$ cat src/rtl/gpio_pkg.sv
package gpio_pkg;

    typedef enum logic [1:0] {
        RA_DATA  = 2'd0,
        RA_DIR   = 2'd1,
        RA_PULL  = 2'd2,
        RA_SPARE = 2'd3
    } reg_addr_e;

endpackage

$ cat src/rtl/gpio_sync.sv
module gpio_sync #(
    parameter int W = 8
) (
    input  logic         clk,
    input  logic         rst_n,
    input  logic [W-1:0] async_in,
    output logic [W-1:0] sync_out
);
    typedef struct packed {
        logic [W-1:0] s1;
        logic [W-1:0] s2;
    } sync_t;

    sync_t st_d, st_q;

    always_comb begin
        st_d    = st_q;
        st_d.s1 = async_in;
        st_d.s2 = st_q.s1;
    end

    always_ff @(posedge clk) begin
        if (!rst_n) begin
            st_q.s1 <= '1;
            st_q.s2 <= '1;
        end else begin
            st_q <= st_d;
        end
    end

    assign sync_out = st_q.s2;

    // the synchronized output only takes a value that stood in the first stage
    p_sync_path_r4: assert property (@(posedge clk) disable iff (!rst_n)
        1'b1 |=> sync_out == $past(st_q.s1));
endmodule

$ cat src/rtl/gpio_regs.sv
module gpio_regs
    import gpio_pkg::*;
#(
    parameter int W  = 8,
    parameter int PB = 4
) (
    input  logic          clk,
    input  logic          rst_n,
    input  logic          wr,
    input  logic          rd,
    input  logic [1:0]    addr,
    input  logic [W-1:0]  wdata,
    input  logic [W-1:0]  pin_sync,
    output logic [W-1:0]  latch,
    output logic [W-1:0]  dir,
    output logic [PB-1:0] pull,
    output logic [W-1:0]  rdata
);
    typedef struct packed {
        logic [W-1:0]  latch;
        logic [W-1:0]  dir;
        logic [PB-1:0] pull;
        logic [W-1:0]  rdata;
    } regs_t;

    regs_t rg_d, rg_q;
    reg_addr_e sel;
    logic [W-1:0] pull_wide;

    always_comb begin
        sel = reg_addr_e'(addr);
        pull_wide = '0;
        pull_wide[PB-1:0] = rg_q.pull;
        rg_d = rg_q;
        if (wr) begin
            unique case (sel)
                RA_DATA:  rg_d.latch = wdata;
                RA_DIR:   rg_d.dir   = wdata;
                RA_PULL:  rg_d.pull  = wdata[PB-1:0];
                default:  ;
            endcase
        end
        if (rd) begin
            unique case (sel)
                RA_DATA:  rg_d.rdata = (rg_q.latch & rg_q.dir) | (pin_sync & ~rg_q.dir);
                RA_DIR:   rg_d.rdata = rg_q.dir;
                RA_PULL:  rg_d.rdata = pull_wide;
                default:  rg_d.rdata = '0;
            endcase
        end
    end

    always_ff @(posedge clk) begin
        if (!rst_n) rg_q <= '0;
        else        rg_q <= rg_d;
    end

    assign latch = rg_q.latch;
    assign dir   = rg_q.dir;
    assign pull  = rg_q.pull;
    assign rdata = rg_q.rdata;

    p_dir_write_r2: assert property (@(posedge clk) disable iff (!rst_n)
        (wr && addr == 2'd1) |=> dir == $past(wdata));

    p_data_keeps_dir_r3: assert property (@(posedge clk) disable iff (!rst_n)
        (wr && addr == 2'd0) |=> $stable(dir) && latch == $past(wdata));

    p_spare_ignored_r10: assert property (@(posedge clk) disable iff (!rst_n)
        (wr && addr == 2'd3) |=> $stable(dir) && $stable(latch) && $stable(pull));
endmodule

$ cat src/rtl/gpio_keywake.sv
module gpio_keywake #(
    parameter int W = 8
) (
    input  logic         clk,
    input  logic         rst_n,
    input  logic [W-1:0] pin_sync,
    input  logic [W-1:0] dir,
    output logic         key_irq
);
    typedef struct packed {
        logic all_hi;
        logic irq;
    } kw_t;

    kw_t kw_d, kw_q;
    logic and_now;

    always_comb begin
        and_now     = &(pin_sync | dir);
        kw_d        = kw_q;
        kw_d.all_hi = and_now;
        kw_d.irq    = kw_q.all_hi & ~and_now;
    end

    always_ff @(posedge clk) begin
        if (!rst_n) begin
            kw_q.all_hi <= 1'b1;
            kw_q.irq    <= 1'b0;
        end else begin
            kw_q <= kw_d;
        end
    end

    assign key_irq = kw_q.irq;

    p_irq_single_r7: assert property (@(posedge clk) disable iff (!rst_n)
        key_irq |=> !key_irq);

    p_irq_after_fall_r7: assert property (@(posedge clk) disable iff (!rst_n)
        key_irq |-> !kw_q.all_hi);
endmodule

$ cat src/rtl/gpio_port.sv
module gpio_port #(
    parameter int WIDTH    = 8,
    parameter int PU_GROUP = 2
) (
    input  logic             clk,
    input  logic             rst_n,
    input  logic             bus_wr,
    input  logic             bus_rd,
    input  logic [1:0]       bus_addr,
    input  logic [WIDTH-1:0] bus_wdata,
    output logic [WIDTH-1:0] bus_rdata,
    input  logic [WIDTH-1:0] pin_in,
    output logic [WIDTH-1:0] pin_out,
    output logic [WIDTH-1:0] pin_oe,
    output logic [WIDTH-1:0] pin_pu,
    input  logic [WIDTH-1:0] alt_en,
    input  logic [WIDTH-1:0] alt_out,
    input  logic [WIDTH-1:0] alt_oe,
    output logic             key_irq
);
    localparam int PU_BITS = WIDTH / PU_GROUP;

    logic [WIDTH-1:0]   pin_sync;
    logic [WIDTH-1:0]   latch;
    logic [WIDTH-1:0]   dir;
    logic [PU_BITS-1:0] pull;

    gpio_sync #(.W(WIDTH)) u_sync (
        .clk      (clk),
        .rst_n    (rst_n),
        .async_in (pin_in),
        .sync_out (pin_sync)
    );

    gpio_regs #(.W(WIDTH), .PB(PU_BITS)) u_regs (
        .clk      (clk),
        .rst_n    (rst_n),
        .wr       (bus_wr),
        .rd       (bus_rd),
        .addr     (bus_addr),
        .wdata    (bus_wdata),
        .pin_sync (pin_sync),
        .latch    (latch),
        .dir      (dir),
        .pull     (pull),
        .rdata    (bus_rdata)
    );

    gpio_keywake #(.W(WIDTH)) u_key (
        .clk      (clk),
        .rst_n    (rst_n),
        .pin_sync (pin_sync),
        .dir      (dir),
        .key_irq  (key_irq)
    );

    for (genvar i = 0; i < WIDTH; i++) begin : g_pad
        always_comb begin
            pin_out[i] = alt_en[i] ? alt_out[i] : latch[i];
            pin_oe[i]  = alt_en[i] ? alt_oe[i]  : dir[i];
            pin_pu[i]  = pull[i / PU_GROUP] & ~pin_oe[i];
        end
    end

    p_pu_off_driven_r6: assert property (@(posedge clk) disable iff (!rst_n)
        (pin_oe & pin_pu) == '0);

    p_reset_quiet_r1: assert property (@(posedge clk)
        !rst_n |=> (pin_oe & ~alt_en) == '0 && !key_irq);
endmodule

$ cat config.mk
export PLATFORM = sky130hd
export DESIGN_NAME = gpio_port
export DESIGN_NICKNAME = d
export VERILOG_FILES = /design/src/rtl/gpio_pkg.sv /design/src/rtl/gpio_sync.sv /design/src/rtl/gpio_regs.sv /design/src/rtl/gpio_keywake.sv /design/src/rtl/gpio_port.sv
export SDC_FILE = /design/constraint.sdc
export NUM_CORES = 1
export LEC_CHECK = 0
export BUFFER_PORTS_ARGS = -buffer_cell sky130_fd_sc_hd__buf_2
export CAP_MARGIN = 20
export CELL_PAD_IN_SITES_DETAIL_PLACEMENT = 0
export CELL_PAD_IN_SITES_GLOBAL_PLACEMENT = 1
export CORE_MARGIN = 2
export CORE_UTILIZATION = 37
export CTS_BUF_LIST = sky130_fd_sc_hd__clkbuf_2 sky130_fd_sc_hd__clkbuf_4 sky130_fd_sc_hd__clkbuf_8
export DETAILED_ROUTE_END_ITERATION = 12
export HOLD_SLACK_MARGIN = 0.05
export PLACE_DENSITY = 0.89
export SLEW_MARGIN = 20
export SYNTH_ARGS = -nofsm -noshare
export SYNTH_HDL_FRONTEND = slang
export SYNTH_SLANG_ARGS = --single-unit
$ cat constraint.sdc
create_clock -name clk -period 1.6 [get_ports clk]
set_input_delay 0.08 -clock clk [delete_from_list [all_inputs] [get_ports clk]]
set_output_delay 0.08 -clock clk [all_outputs]
set_load 0.01 [all_outputs]
## Word-level counts from Yosys, hierarchy flattened

Index checks and enable logic that the tools add are counted.

| storage, ports and cells | value |
|---|---|
| register bits | 46 |
| logic and storage cells | 55 |

| cells by class | value |
|---|---|
| bitwise logic cells | 23 |
| mux-type cells | 17 |
| equality and inequality tests | 2 |
| reductions and logical operators | 5 |

Operator list:

| kind | count |
|---|---|
| case mux 8 bit (3 select lines) | 1 |
| AND 8 bit | 2 |
| 2-to-1 mux 1 bit | 16 |
| bitwise OR 8 bit | 2 |
| AND 1 bit | 9 |
| inverter 1 bit | 9 |
| inverter 8 bit | 1 |
| AND reduction 8 bit | 1 |
| AND reduction 2 bit | 3 |
| == test 2 x 1 -> 1 bit (second input constant) | 1 |
| == test 2 bit (second input constant) | 1 |
| zero test 2 bit | 1 |

## Logic depth before layout (Yosys ltp)

| logic depth | value |
|---|---|
| word-level depth | 4 |
| depth in mapped cells | 5 |
| mapped depth without buffers | 3 |

## By module

Synthesis repeated with hierarchy kept, for this count alone.

| second synthesis, totals | value |
|---|---|
| cells, all modules | 202 |
| area, all modules | 2,016.9 um^2 |

Modules (own cells, without submodules):

| module | area each (um^2) | cells each | seq. area each (um^2) | instances |
|---|---|---|---|---|
| gpio_regs | 1,238.7 | 132 | 560.5 | 1 |
| gpio_sync | 431.7 | 33 | 320.3 | 1 |
| gpio_port | 255.2 | 28 | 0.0 | 1 |
| gpio_keywake | 91.3 | 9 | 40.0 | 1 |

## Least setup slack after synthesis

OpenSTA, ideal clock, no wires.

| timing path | value |
|---|---|
| path type | register to register |
| start | register u_regs.rg_q, in the netlist u_regs.dir[0] |
| end | register u_key.kw_q, in the netlist u_key.key_irq |
| arrival | 1.125 ns |
| stages on the path, launching flop included | 4 |
| setup slack | 0.359 ns |
| setup time | 0.115 ns |
| required time | 1.485 ns |
| buffers on the path | 0 |
| cells stage by stage | dfxtp_1 -> o22ai_1 -> or4_1 -> and3_1 |

| between the ends | value |
|---|---|
| longest elaborated chain between the ends | 4 |

RTL lines:

| item | line | text |
|---|---|---|
| start, declared | gpio_regs.sv:26 | `regs_t rg_d, rg_q;` |
| start signal, assigned | gpio_regs.sv:55 | `else rg_q <= rg_d;` |
| bitwise OR 8 bit | gpio_keywake.sv:19 | `and_now = &(pin_sync \| dir);` |
| AND reduction 8 bit | gpio_keywake.sv:19 |  |
| inverter 1 bit | gpio_keywake.sv:22 | `kw_d.irq = kw_q.all_hi & ~and_now;` |
| AND 1 bit | gpio_keywake.sv:22 |  |
| end signal, assigned | gpio_keywake.sv:30 | `kw_q <= kw_d;` |
| end, declared | gpio_keywake.sv:15 | `kw_t kw_d, kw_q;` |

No other way between the ends.
A chain may end at the register's enable or synchronous reset.

## Final worst setup path

Ends and elaborated chain as after synthesis.

==> flow_summary_export.csv <==
group,metric,value,unit
status,status,"finished, final reports clean",
floorplan,die_w,77.8,um
timing,worstMarginPinSlew,0.434,ns
detailed_routing,drtIter0Drc,99,
floorplan,coreArea,5170,um^2
critical_path,max_stage_delay,0.54,ns
global_route,grt_usage,0.161,
placement,gp_congestion,0.790,
global_route,antenna_found_initial,0,
critical_path,critPathCapture,"u_key.key_irq$_SDFF_PN0_",
timing,clock_skew,0.00272,ns
synthesis,synth-seq-cells,46,
timing,fin_crit,1.34,ns
critical_path,reg2reg_depth,3,
timing,hold_violations,0,
clock_network,cts_setup_buffers,0,
synthesis,ys_seq_area_frac,0.457,
synthesis,synth.avg_cell_area,10.1,um^2
critical_path,r2r_start,"u_regs.dir[0]$_SDFFE_PN0P_",
floorplan,die-area,6050,um^2
critical_path,cpMaxStageDelayCell,"or4_1",
detailed_routing,viasPerCell,4.74,
clock_network,clk_path_buf_depth,2,
pwr,peakVddDrop,552,uV
critical_path,endpoint_kind,"flip-flop",
pwr,p_per_area,943,nW/um^2
clock_network,cts.repair.resized,0,
placement,place_inst,345,
final_layout,final_common_cell,"buf_2",
critical_path,worstSetupStartpointType,"flip-flop",
timing,setup_tns,0,ns
critical_path,rrSetupSlack,0.26,ns
timing,clock.fmax,0.746,GHz
synthesis,syn_area,2010,um^2
critical_path,critPathTopFamily,"simple AND/OR/NAND/NOR gates",
hold_path,worstHoldStart,"bus_wdata[2]",
critical_path,arrival,1.55,ns
clock_network,insertion_delay,0.30,ns
clock_network,htree_num_levels,2,
final_layout,instances_no_fill,365,
detailed_routing,ant_nets,0,
critical_path,crit_required,1.81,ns
timing,finalSetupViolCount,0,
job,drv_cap,0,
critical_path,cp_num_cells,3,
global_route,grt_max_degree,25,
global_route,grt_pass1_wl,7.63,mm
critical_path,crit_chain,"o22ai_1, or4_1, and3_1",
global_route,grt_overflow,0,
critical_path,startpoint,"u_regs.dir[0]$_SDFFE_PN0P_",
global_route,grt_pass1_vias,1668,
hold_path,hold_class,"primary input to flip-flop",
floorplan,die_y,77.8,um
critical_path,path_buf_inv,0,
clock_network,root_buffer,"clkbuf_8",
final_layout,syn2layout_area_growth,36.9,%
final_layout,fin_nets,340,
critical_path,path_max_fanout,5,
placement,place_hpwl,3.47,mm
detailed_routing,wl_per_cell,13.0,um
final_layout,final_core_util,0.533,
detailed_routing,vias,1730,
clock_network,cts_tree,"done",
placement,port_buffers,78,
timing,final_max_slew_viol_count,0,
final_layout,mostFrequentLayoutCells,"buf_2 (78), dfxtp_1 (46), nor2b_1 (24)",
timing,relSlewSlack,0.708,
detailed_routing,first_pass_iters,4,
clock_network,path_clk_slew,0.09,ns
timing,min_period_over_period,0.837,
timing,rsz0062_at_grt,"no",
clock_network,numCtsBuffers,5,
final_layout,drive_gt1_frac,0.400,
critical_path,critical_path_class,"flip-flop to flip-flop",
floorplan,initial_core_util,0.389,
floorplan,io_pins,79,
detailed_routing,drt-total-wl,4.73,mm
synthesis,ys_warn_count,0,
pwr,power.leakage,1.31,nW
synthesis,synth_nets,246,
clock_network,numClockSinks,46,
detailed_routing,drc_errors,0,
floorplan,num_rows,26,
final_layout,diodes,0,
critical_path,r2r-end,"u_key.key_irq$_SDFF_PN0_",
synthesis,syn_inst,200,
synthesis,synthDistinctLibCells,23,
[cells in the mapped netlist]
library cell	number	area share
o221a_2	4	0.022
o31a_1	4	0.017
and3_1	1	0.0031
dfxtp_1	46	0.46
inv_1	8	0.015
mux2i_1	20	0.099
clkbuf_1	4	0.0075
nor3b_1	1	0.0037
nor2_1	8	0.015
or3b_2	4	0.017
buf_2	5	0.012
a21oi_1	4	0.0099
mux2_2	16	0.089
buf_6	1	0.0056
or4_1	1	0.0037
o22ai_1	4	0.012
nor2b_1	24	0.075
o21bai_1	4	0.015
nand3b_1	7	0.026
o21ai_0	12	0.030
a21boi_0	1	0.0037
nand2_1	5	0.0093
nand2b_1	16	0.050
[through the flow]
stage	worst slack [ns]	hold slack (ns)	area [um^2]	power, W
2_1_floorplan	0.359	0.181	2010	0.00143
4_1_cts	0.251	0.0532	2750	0.00262
5_1_grt	0.209	0.0928	2760	0.00270
3_3_place_gp	0.302	0.260	2500	0.00157
3_5_place_dp	0.268	0.262	2500	0.00157
6_report	0.260	0.0606	2760	0.00260
[state kept, by name (all words and copies together), names as in the netlist]
name and cells:
u_regs.dir 8, u_regs.latch 8, u_regs.rdata 8, u_sync.st_d 8
u_sync.sync_out 8, u_regs.pull 4, u_key.key_irq 1, u_key.kw_q 1
[worst min-delay path by stage]
stage                     slack, ns                           to  cells past startpoint
final                          0.06   u_regs.dir[2]$_SDFFE_PN0P_                      3
after global placement         0.26    u_sync.st_d[6]$_SDFF_PN1_                      2
after floorplan                0.18    u_sync.st_d[0]$_SDFF_PN1_                      1
after detailed placement       0.26    u_sync.st_d[6]$_SDFF_PN1_                      2
after global routing           0.09  u_regs.pull[3]$_SDFFE_PN0P_                      3
after CTS                      0.05   u_regs.dir[5]$_SDFFE_PN0P_                      3
[per-layer routing]
layer,GRT usage,part of all wire,up-vias
li1,-,-,874
met1,0.205,0.47,799
met2,0.261,0.46,51
met3,0.0512,0.061,6
met4,0.0429,0.0099,0
met5,0,0,-
[repair_timing]
| item | CTS | global route |
|---|---|---|
| hold endpoints to repair | 11 | 1 |
| setup endpoints to repair | 0 | 0 |
| hold buffers | 11 | 1 |
[report_power, final]
part           internal [W]  switching [W]
Combinational      0.000194       0.000155
Sequential          0.00119      0.0000271
Clock              0.000625       0.000403
[cell families after synthesis]
kind of cell	count (synthesis)	share of synthesized area
buf+inv	18	0.0404
flops	46	0.457
mux	36	0.189
compound gates	33	0.111
simple gates	67	0.203
[worst reg2reg max path: stages (launching register included)]
cell     delay (ns)
dfxtp_1        0.40
o22ai_1        0.11
or4_1          0.54
and3_1         0.19
[layout make-up]
class	instances	area, um^2
Tap cell	70	87.6
Timing Repair Buffer	97	563
Clock buffer	5	68.8
Inverter	8	30.0
Multi-Input combinational cell	136	1020
Clock inverter	3	68.8
Fill cell	472	2420
Sequential cell	46	921
(Power assumes the default switching activity.)
